==> src/rtl/mbox_pkg.sv <==
package mbox_pkg;

    localparam int W0_W = 64;
    localparam int W1_W = 32;

    typedef struct packed {
        logic [W0_W-1:0] w0;
        logic [W1_W-1:0] w1;
    } mbox_msg_t;

    // Offsets from a direction's control register.
    localparam logic [7:0] OFF_SEND0 = 8'h10;
    localparam logic [7:0] OFF_SEND1 = 8'h18;
    localparam logic [7:0] OFF_RECV0 = 8'h20;
    localparam logic [7:0] OFF_RECV1 = 8'h28;

    localparam logic [7:0] ADR_IRQ_EN  = 8'h48;
    localparam logic [7:0] ADR_IRQ_ACK = 8'h4C;

    localparam int CTL_FULL_BIT  = 16;
    localparam int CTL_EMPTY_BIT = 17;
    localparam int CTL_OVF_BIT   = 18;

    localparam int NUM_DIR = 2;   // 0 = outbound, 1 = inbound
    localparam int NUM_IRQ = 4;

    function automatic logic [7:0] dir_ctl_addr(input int dir);
        return (dir == 0) ? 8'h50 : 8'h80;
    endfunction

endpackage

==> src/rtl/mbox_fifo.sv <==
module mbox_fifo
    import mbox_pkg::*;
#(
    parameter int DEPTH = 16,
    localparam int PTR_W = $clog2(DEPTH),
    localparam int CNT_W = $clog2(DEPTH + 1)
) (
    input  logic             clk,
    input  logic             rst_n,
    input  logic             push_i,
    input  mbox_msg_t        push_msg_i,
    input  logic             pop_i,
    input  logic             ovf_clr_i,
    output mbox_msg_t        head_o,
    output logic [CNT_W-1:0] count_o,
    output logic [PTR_W-1:0] rd_ptr_o,
    output logic             full_o,
    output logic             empty_o,
    output logic             ovf_o
);

    typedef struct packed {
        logic [PTR_W-1:0] wr_ptr;
        logic [PTR_W-1:0] rd_ptr;
        logic [CNT_W-1:0] count;
        logic             ovf;
    } fifo_st_t;

    fifo_st_t  st_d, st_q;
    mbox_msg_t mem_q [DEPTH];
    logic      do_push, do_pop;

    function automatic logic [PTR_W-1:0] ptr_next(input logic [PTR_W-1:0] p);
        return (p == PTR_W'(DEPTH - 1)) ? '0 : p + 1'b1;
    endfunction

    always_comb begin
        st_d    = st_q;
        do_push = push_i && (st_q.count != CNT_W'(DEPTH));
        do_pop  = pop_i && (st_q.count != '0);
        if (do_push) st_d.wr_ptr = ptr_next(st_q.wr_ptr);
        if (do_pop)  st_d.rd_ptr = ptr_next(st_q.rd_ptr);
        if (do_push && !do_pop)      st_d.count = st_q.count + 1'b1;
        else if (!do_push && do_pop) st_d.count = st_q.count - 1'b1;
        if (ovf_clr_i) st_d.ovf = 1'b0;
        if (push_i && !do_push) st_d.ovf = 1'b1;
    end

    always_ff @(posedge clk or negedge rst_n) begin
        if (!rst_n) st_q <= '0;
        else        st_q <= st_d;
    end

    always_ff @(posedge clk) begin
        if (do_push) mem_q[st_q.wr_ptr] <= push_msg_i;
    end

    assign head_o   = mem_q[st_q.rd_ptr];
    assign count_o  = st_q.count;
    assign rd_ptr_o = st_q.rd_ptr;
    assign full_o   = (st_q.count == CNT_W'(DEPTH));
    assign empty_o  = (st_q.count == '0);
    assign ovf_o    = st_q.ovf;

    AST_PUSH_FULL_DROPPED: assert property (@(posedge clk) disable iff (!rst_n)
        push_i && full_o && !pop_i |=> $stable(count_o) && ovf_o);
    AST_OVF_STICKY: assert property (@(posedge clk) disable iff (!rst_n)
        ovf_o && !ovf_clr_i |=> ovf_o);
    AST_POP_EMPTY_HOLD: assert property (@(posedge clk) disable iff (!rst_n)
        pop_i && empty_o && !push_i |=> $stable(rd_ptr_o) && empty_o);

endmodule

==> src/rtl/mbox_irq.sv <==
module mbox_irq #(
    parameter int N = 4
) (
    input  logic         clk,
    input  logic         rst_n,
    input  logic [N-1:0] cond_i,
    input  logic [N-1:0] ack_i,
    input  logic         en_wr_i,
    input  logic [N-1:0] en_wdata_i,
    output logic [N-1:0] pend_o,
    output logic [N-1:0] en_o,
    output logic [N-1:0] irq_o
);

    typedef struct packed {
        logic [N-1:0] pend;
        logic [N-1:0] en;
    } irq_st_t;

    irq_st_t st_d, st_q;

    always_comb begin
        st_d      = st_q;
        st_d.pend = (st_q.pend | cond_i) & ~ack_i;
        if (en_wr_i) st_d.en = en_wdata_i;
    end

    always_ff @(posedge clk or negedge rst_n) begin
        if (!rst_n) st_q <= '0;
        else        st_q <= st_d;
    end

    assign pend_o = st_q.pend;
    assign en_o   = st_q.en;
    assign irq_o  = st_q.pend & st_q.en;

    AST_ACK_CLEARS: assert property (@(posedge clk) disable iff (!rst_n)
        (ack_i != '0) |=> ((pend_o & $past(ack_i)) == '0));
    AST_COND_LATCHES: assert property (@(posedge clk) disable iff (!rst_n)
        (cond_i & ~ack_i) != '0 |=> ((~pend_o & $past(cond_i & ~ack_i)) == '0));
    AST_PEND_STICKY: assert property (@(posedge clk) disable iff (!rst_n)
        (pend_o & ~ack_i) != '0 |=> ((~pend_o & $past(pend_o & ~ack_i)) == '0));

endmodule

==> src/rtl/ipc_mailbox.sv <==
module ipc_mailbox
    import mbox_pkg::*;
#(
    parameter int ADDR_W = 12,
    parameter int DEPTH  = 16,
    localparam int PTR_W = $clog2(DEPTH),
    localparam int CNT_W = $clog2(DEPTH + 1)
) (
    input  logic              clk,
    input  logic              rst_n,
    input  logic              bus_wr,
    input  logic              bus_rd,
    input  logic [ADDR_W-1:0] bus_addr,
    input  logic [63:0]       bus_wdata,
    output logic [63:0]       bus_rdata,
    output logic [3:0]        irq_lines
);

    typedef struct packed {
        logic [NUM_DIR-1:0][W0_W-1:0] stage;
    } top_st_t;

    top_st_t st_d, st_q;

    logic [NUM_DIR-1:0] hit_ctl, hit_s0, hit_s1, hit_r0, hit_r1;
    logic [NUM_DIR-1:0] push, pop, ovf_clr, full, empty, ovf;
    mbox_msg_t          push_msg [NUM_DIR];
    mbox_msg_t          head     [NUM_DIR];
    logic [CNT_W-1:0]   cnt      [NUM_DIR];
    logic [PTR_W-1:0]   rptr     [NUM_DIR];

    logic                hit_en, hit_ack;
    logic [NUM_IRQ-1:0]  irq_cond, irq_ack, pend, en;
    logic [63:0]         status_word;

    assign hit_en  = (bus_addr == ADDR_W'(ADR_IRQ_EN));
    assign hit_ack = (bus_addr == ADDR_W'(ADR_IRQ_ACK));

    for (genvar d = 0; d < NUM_DIR; d++) begin : g_dir
        assign hit_ctl[d] = (bus_addr == ADDR_W'(dir_ctl_addr(d)));
        assign hit_s0[d]  = (bus_addr == ADDR_W'(dir_ctl_addr(d) + OFF_SEND0));
        assign hit_s1[d]  = (bus_addr == ADDR_W'(dir_ctl_addr(d) + OFF_SEND1));
        assign hit_r0[d]  = (bus_addr == ADDR_W'(dir_ctl_addr(d) + OFF_RECV0));
        assign hit_r1[d]  = (bus_addr == ADDR_W'(dir_ctl_addr(d) + OFF_RECV1));

        assign push[d]     = bus_wr && hit_s1[d];
        assign pop[d]      = bus_rd && hit_r1[d];
        assign ovf_clr[d]  = bus_wr && hit_ctl[d] && bus_wdata[CTL_OVF_BIT];
        assign push_msg[d] = '{w0: st_q.stage[d], w1: bus_wdata[W1_W-1:0]};

        mbox_fifo #(.DEPTH(DEPTH)) u_fifo (
            .clk        (clk),
            .rst_n      (rst_n),
            .push_i     (push[d]),
            .push_msg_i (push_msg[d]),
            .pop_i      (pop[d]),
            .ovf_clr_i  (ovf_clr[d]),
            .head_o     (head[d]),
            .count_o    (cnt[d]),
            .rd_ptr_o   (rptr[d]),
            .full_o     (full[d]),
            .empty_o    (empty[d]),
            .ovf_o      (ovf[d])
        );
    end

    // Staging registers for the first data word of each direction.
    always_comb begin
        st_d = st_q;
        for (int d = 0; d < NUM_DIR; d++) begin
            if (bus_wr && hit_s0[d]) st_d.stage[d] = bus_wdata;
        end
    end

    always_ff @(posedge clk or negedge rst_n) begin
        if (!rst_n) st_q <= '0;
        else        st_q <= st_d;
    end

    // Condition order: out empty, out not empty, in empty, in not empty.
    assign irq_cond = {~empty[1], empty[1], ~empty[0], empty[0]};
    assign irq_ack  = (bus_wr && hit_ack) ? bus_wdata[NUM_IRQ-1:0] : '0;

    mbox_irq #(.N(NUM_IRQ)) u_irq (
        .clk        (clk),
        .rst_n      (rst_n),
        .cond_i     (irq_cond),
        .ack_i      (irq_ack),
        .en_wr_i    (bus_wr && hit_en),
        .en_wdata_i (bus_wdata[NUM_IRQ-1:0]),
        .pend_o     (pend),
        .en_o       (en),
        .irq_o      (irq_lines)
    );

    always_comb begin
        status_word        = '0;
        status_word[56:52] = 5'(cnt[0]);
        status_word[51:48] = 4'(cnt[1]);
        status_word[47:44] = 4'(rptr[0]);
        status_word[43:40] = 4'(rptr[1]);
    end

    always_comb begin
        bus_rdata = '0;
        if (bus_rd) begin
            if (hit_en)  bus_rdata[NUM_IRQ-1:0] = en;
            if (hit_ack) bus_rdata[NUM_IRQ-1:0] = pend;
            for (int d = 0; d < NUM_DIR; d++) begin
                if (hit_ctl[d]) begin
                    bus_rdata[CTL_FULL_BIT]  = full[d];
                    bus_rdata[CTL_EMPTY_BIT] = empty[d];
                    bus_rdata[CTL_OVF_BIT]   = ovf[d];
                end
                if (hit_r0[d] && !empty[d]) bus_rdata = head[d].w0;
                if (hit_r1[d]) begin
                    bus_rdata = status_word;
                    if (!empty[d]) bus_rdata[W1_W-1:0] = head[d].w1;
                end
            end
        end
    end

    AST_STAGE_NO_PUSH: assert property (@(posedge clk) disable iff (!rst_n)
        bus_wr && hit_s0[0] && !bus_rd |=> $stable(cnt[0]));
    AST_RECV0_NO_POP: assert property (@(posedge clk) disable iff (!rst_n)
        bus_rd && hit_r0[1] && !bus_wr |=> $stable(cnt[1]));
    AST_EMPTY_READ_ZERO: assert property (@(posedge clk) disable iff (!rst_n)
        bus_rd && hit_r0[0] && empty[0] |-> bus_rdata == '0);

endmodule

==> config.mk <==
export PLATFORM = sky130hd
export DESIGN_NAME = ipc_mailbox
export DESIGN_NICKNAME = d
export VERILOG_FILES = /design/src/rtl/mbox_pkg.sv /design/src/rtl/mbox_fifo.sv /design/src/rtl/mbox_irq.sv /design/src/rtl/ipc_mailbox.sv
export SDC_FILE = /design/constraint.sdc
export NUM_CORES = 2
export LEC_CHECK = 0
export ABC_AREA = 0
export BUFFER_PORTS_ARGS = -buffer_cell sky130_fd_sc_hd__buf_4
export CAP_MARGIN = 20
export CORE_MARGIN = 2
export CORE_UTILIZATION = 26
export CTS_BUF_LIST = sky130_fd_sc_hd__clkbuf_4
export DETAILED_ROUTE_END_ITERATION = 10
export SYNTH_ARGS = -nofsm -noshare
export SYNTH_HDL_FRONTEND = slang
export SYNTH_HIERARCHICAL = 1
export SYNTH_SLANG_ARGS = --single-unit
export TNS_END_PERCENT = 5
==> constraint.sdc <==
create_clock -name clk -period 11.84 [get_ports clk]
set_input_delay 2.368 -clock clk [delete_from_list [all_inputs] [get_ports clk]]
set_output_delay 2.368 -clock clk [all_outputs]
set_load 0.02 [all_outputs]
Word-level counts from Yosys, hierarchy flattened
Memories as Yosys holds them, arrays and structs flattened.
Cells that the tools add are included.
{ "op_classes": {"addsub": 8, "n_eq_ne": 20, "mux": 28, "bitwise_logic": 6, "reduce_logical": 38} }
{ "op_table": {"columns": ["operator", "n"], "rows": [
  ["2-to-1 mux 64 bit", 5],
  ["== test 12 x 7 -> 1 bit (second input constant)", 7],
  ["2-to-1 mux 32 bit", 2],
  ["== test 12 x 8 -> 1 bit (second input constant)", 5],
  ["2-to-1 mux 4 bit", 7],
  ["logical AND 1 bit", 24],
  ["2-to-1 mux 5 bit", 4],
  ["adder 4 x 1 -> 4 bit (second input constant)", 4],
  ["== test 4 bit (second input constant)", 4],
  ["adder 5 x 1 -> 5 bit (second input constant)", 2],
  ["== test 5 bit (second input constant)", 2],
  ["logical NOT 5 bit", 2],
  ["!= test 5 bit (second input constant)", 2],
  ["nonzero test 5 bit", 2],
  ["subtractor 5 x 1 -> 5 bit (second input constant)", 2],
  ["AND 4 bit", 2],
  ["2-to-1 mux 1 bit", 8],
  ["nonzero test 2 bit", 4],
  ["logical NOT 1 bit", 6],
  ["2-to-1 mux 3 bit", 2],
  ["NOT 4 bit", 1],
  ["OR 4 bit", 1],
  ["NOT 1 bit", 2]
]} }
{ "word_totals": {"ff_bits": 164, "ramBits": 3072, "n_memories": 2} }
{ "mem_list": {"columns": ["memory", "depth", "word_bits", "rd", "rd_ports_with_merged_regs", "write_ports", "line_no", "source"], "rows": [
  ["g_dir[0].u_fifo.mem_q", 16, 96, 1, 0, 1, "mbox_fifo.sv:30", "mbox_msg_t mem_q [DEPTH];"],
  ["g_dir[1].u_fifo.mem_q", 16, 96, 1, 0, 1, "mbox_fifo.sv:30", null]
]} }

Logic depth before layout (Yosys ltp)
{ "depth": {"ltp_word": 9, "mapped_depth": 14} }

Hierarchy
The synthesis kept the hierarchy.
{ "modules_own_cells": {"columns": ["module", "n_inst", "cells_per_inst", "area_each_um2", "seq_area_each_um2"], "rows": [
  ["mbox_fifo (g_dir[1].u_fifo)", 1, 2663, 59376.9, 46474.6],
  ["mbox_fifo (g_dir[0].u_fifo)", 1, 2450, 58283.4, 46474.6],
  ["ipc_mailbox", 1, 603, 7034.2, 3203.1],
  ["mbox_irq", 1, 20, 310.3, 200.2]
]} }

Worst setup path before layout
Ideal clock, no wire load.
{ "synth_timing": {"path_type": "input to register", "start": "input bus_addr[2]", "end": "memory g_dir[1].u_fifo/mem_q[0][0] (netlist name), enable pin", "arrival_ps": 10301, "t_required_ps": 11172, "setup_slack_ps": 871, "cell_stages": 8, "path_cell_list": "clkbuf_1 nor4b_1 nand2_1 nor2_1 a21boi_0 clkbuf_1 nand2_1 nor3_1"} }
{ "synth_between": {"elab_chain_cells": 5} }
{ "synth_rtl": {"columns": ["element", "line_no", "source"], "rows": [
  ["start: declaration", "ipc_mailbox.sv:13", "input logic [ADDR_W-1:0] bus_addr,"],
  ["== test 12 x 8 -> 1 bit", "ipc_mailbox.sv:42", "assign hit_s1[d] = (bus_addr == ADDR_W'(dir_ctl_addr(d) + OFF_SEND1));"],
  ["logical AND 1 bit", "ipc_mailbox.sv:46", "assign push[d] = bus_wr && hit_s1[d];"],
  ["via push[1]", "ipc_mailbox.sv:26", "logic [NUM_DIR-1:0] push, pop, ovf_clr, full, empty, ovf;"],
  ["logical AND 1 bit", "mbox_fifo.sv:39", "do_push = push_i && (st_q.count != CNT_W'(DEPTH));"],
  ["via g_dir[1].u_fifo.do_push", "mbox_fifo.sv:31", "logic do_push, do_pop;"],
  ["2-to-1 mux 1 bit", "mbox_fifo.sv:55", "if (do_push) mem_q[st_q.wr_ptr] <= push_msg_i;"],
  ["2-to-1 mux 1 bit (implied by the code)", "mbox_fifo.sv:55", null],
  ["end: declaration", "mbox_fifo.sv:30", null]
]} }
The timed path passes the listed nets, and every way through them passes these cells.

Final worst setup path
{ "layout_timing": {"start": "input bus_addr[1]", "end": "output bus_rdata[30]"} }
{ "layout_between": {"elab_chain_cells": 7, "word_cells_on_any_way": 11, "classes_between": "eq/ne: 4; mux: 5; reduce/logical: 2"} }
{ "layout_rtl": {"columns": ["element", "line_no", "source"], "rows": [
  ["== test 12 x 7 -> 1 bit", "ipc_mailbox.sv:43", "assign hit_r0[d] = (bus_addr == ADDR_W'(dir_ctl_addr(d) + OFF_RECV0));"],
  ["logical AND 1 bit", "ipc_mailbox.sv:115", "if (hit_r0[d] && !empty[d]) bus_rdata = head[d].w0;"],
  ["2-to-1 mux 64 bit", "ipc_mailbox.sv:115", null],
  ["2-to-1 mux 64 bit", "ipc_mailbox.sv:116", "if (hit_r1[d]) begin"],
  ["2-to-1 mux 64 bit", "ipc_mailbox.sv:115", null],
  ["2-to-1 mux 64 bit *", "ipc_mailbox.sv:116", null],
  ["2-to-1 mux 64 bit *", "ipc_mailbox.sv:106", "if (bus_rd) begin"],
  ["end: declaration", "ipc_mailbox.sv:15", "output logic [63:0] bus_rdata,"]
]} }
Mark *: on every way between the ends. The rest lies on a longest branch, timed or not.

==> summary.txt <==
Power
  – PD cells: 151.7 mW/mm²
  – Worst vdd ir: 0.00009949 V
  – LEAKAGE: 49.69 nW

STA
  – RSZ-0062 raised after global routing: false
  – Worst hold slack: 0.5206 ns
  – Clk_skew: 0.1573 ns
  – Final Cycle Share: 0.7297
  – Final Hold Viols: 0
  – Slew Limit Fails: 0
  – Setup_tns: 0 ns
  – Max Fclk: 0.1157 GHz
  – Final Setup Violations: 0
  – Slew margin rel.: 0.1890
  – Minimum clock period: 8.640 ns
  – Measured slew at the worst slew-check pin: 1.216 ns

Clock tree
  – TritonCTS buffer count: 737
  – Cts hold-fix bufs: 0
  – Root buffer cell: clkbuf_4
  – Cts repair resizes: 0
  – Clk Latency, worst-skew pair: 1.40 ns
  – Clock sinks: 3,236
  – Reg clk slew, reported paths: 0.07 ns
  – H-tree Lvls: 6
  – CTS tree: done
  – Post-CTS Setup Bufs: 0
  – Clock Tree Buf Depth: 4

Logic synthesis
  – Syn Area/Cell: 21.80 µm²
  – Yosys warning count: 6
  – Synth Cell Area: 0.1250 mm²
  – Mapped Nets: 5,835
  – Syn Inst Count: 5,735

Setup path
  – Worst Setup Start Kind: input port
  – CP arrival: 6.27 ns
  – Critical setup path kind: in2out
  – Worst EP required: 9.47 ns
  – Critical path capture point type: output port
  – CP max FO: 41

Flow run
  – Max-Cap Viols: 0

Cells and area
  – Area grow syn2layout: 14.94%
  – Commonest cells after routing, fill and taps aside: 3,072 x edfxtp_1, 1,177 x clkbuf_4, 672 x mux4_2
  – Commonest non-fill, non-tap cell in the layout: edfxtp_1
  – Final Cell Area: 0.1437 mm²
  – Nets: 6,500
  – Share of cells above drive strength 1: 0.3409
  – Filler cells: 46.56k
  – Final Non-Filler Cells: 13.41k
  – Sequential Area: 0.09637 mm²
  – Multi-input gate area: 0.02691 mm²

Route
  – DR pass1 iterations: 6
  – Routed WL per cell: 26.00 µm
  – Drt drc: 0
  – Via density: 4.845
  – 1st-iter DRT viols: 8,945
  – DR vias: 65.00k
  – Antenna Violating Nets Remaining: 0
  – Final Routed Wirelength: 348.8 mm

Place
  – GPL Wtd Cong: 0.8383
  – Placed insts: 12.06k
  – Final HPWL DP: 186.0 mm
  – IO Port Bufs: 147
  – Dpl cell area: 0.1337 mm²

Floorplanning
  – DIE AREA: 0.4863 mm²
  – Row count: 254
  – # IOs: 148
  – Die span in y: 697.4 µm
  – Initial core utilization: 0.2612
  – Core footprint: 0.4786 mm²
  – Die width: 697.4 µm

GRT
  – Grt total ovfl: 0
  – Overall Global Routing Usage: 0.1377
  – Vias in the first global route: 65.65k
  – Largest net degree at the start of global routing: 151
  – First-pass GRT wire length: 487.0 mm
  – Number of antenna violations at the first check in global routing: 49

Outcome
  – Status: finished, final reports clean

Worst hold path
  – HP Class: reg2reg
==> report_power, final <==
part	leakage [nW]	switching (W)	total (W)	internal, W
Combinational	9.18	0.000128	0.000161	0.0000332
Sequential	34.6	0.0000126	0.0124	0.0124
Clock	5.91	0.00441	0.00921	0.00481
==> state kept, by name (all words and copies together), names as in the netlist <==
register               cells
g_dir.u_fifo/mem_q      3072
g_dir.u_fifo/rd_ptr_o      8
g_dir.u_fifo/st_q          8
g_dir.u_fifo/count_o      10
push_msg                 128
g_dir.u_fifo/ovf_o         2
u_irq/en_o                 4
u_irq/pend_o               4
==> critical path, stage by stage <==
cell      delay, ns
buf_4          0.12
nor4_4         0.88
nand2_2        0.49
nor3_2         0.27
buf_4          0.63
a222oi_1       0.25
a21oi_1        0.93
buf_4          0.29
==> worst paths after layout <==
kind | startpoint | end | slack [ns] | depth (start not counted)
min in group asynchronous | rst_n | push_msg[45] | 0.99 | 1
max in group asynchronous | rst_n | g_dir[1].u_fifo/rd_ptr_o[0] | 8.40 | 3
hold / removal | u_irq/en_o[0] | u_irq/en_o[0] | 0.52 | 1
setup reg to reg | g_dir[0].u_fifo/count_o[4] | g_dir[0].u_fifo/mem_q[6][21] | 7.65 | 6
hold reg to reg | u_irq/en_o[0] | u_irq/en_o[0] | 0.52 | 1
setup / recovery | bus_addr[1] | bus_rdata[30] | 3.20 | 8
==> metal layers <==
metal  up-vias  part of all wire  wire (µm)  global-route usage
met5         -           0.00052        180                   0
met3       616              0.11      39860             0.04284
met2      3512              0.44     154300              0.2052
met1     34718              0.42     145000              0.1924
li1      26117                 -          -                   -
met4        32             0.027       9481             0.04082
==> area by class of cell <==
| class | instances | share of cell area |
|---|---|---|
| Sequential cell | 3236 | 0.6708 |
| Multi-Input combinational cell | 2128 | 0.1873 |
| Clock buffer | 1177 | 0.06150 |
| Tap cell | 6400 | 0.05574 |
| Timing Repair Buffer | 281 | 0.01644 |
| Clock inverter | 161 | 0.007524 |
| Inverter | 16 | 0.0004354 |
| Antenna cell | 15 | 0.0002613 |
==> stage by stage <==
step	util	power, W	setup WS [ns]
3_3_place_gp	0.2793	0.01282	3.568
5_1_grt	0.3001	0.02258	2.804
3_5_place_dp	0.2793	0.01283	3.430
6_report	0.3002	0.02179	3.200
2_1_floorplan	-	0.01269	0.8710
4_1_cts	0.3000	0.02199	3.039
(Power assumes the default switching activity.)
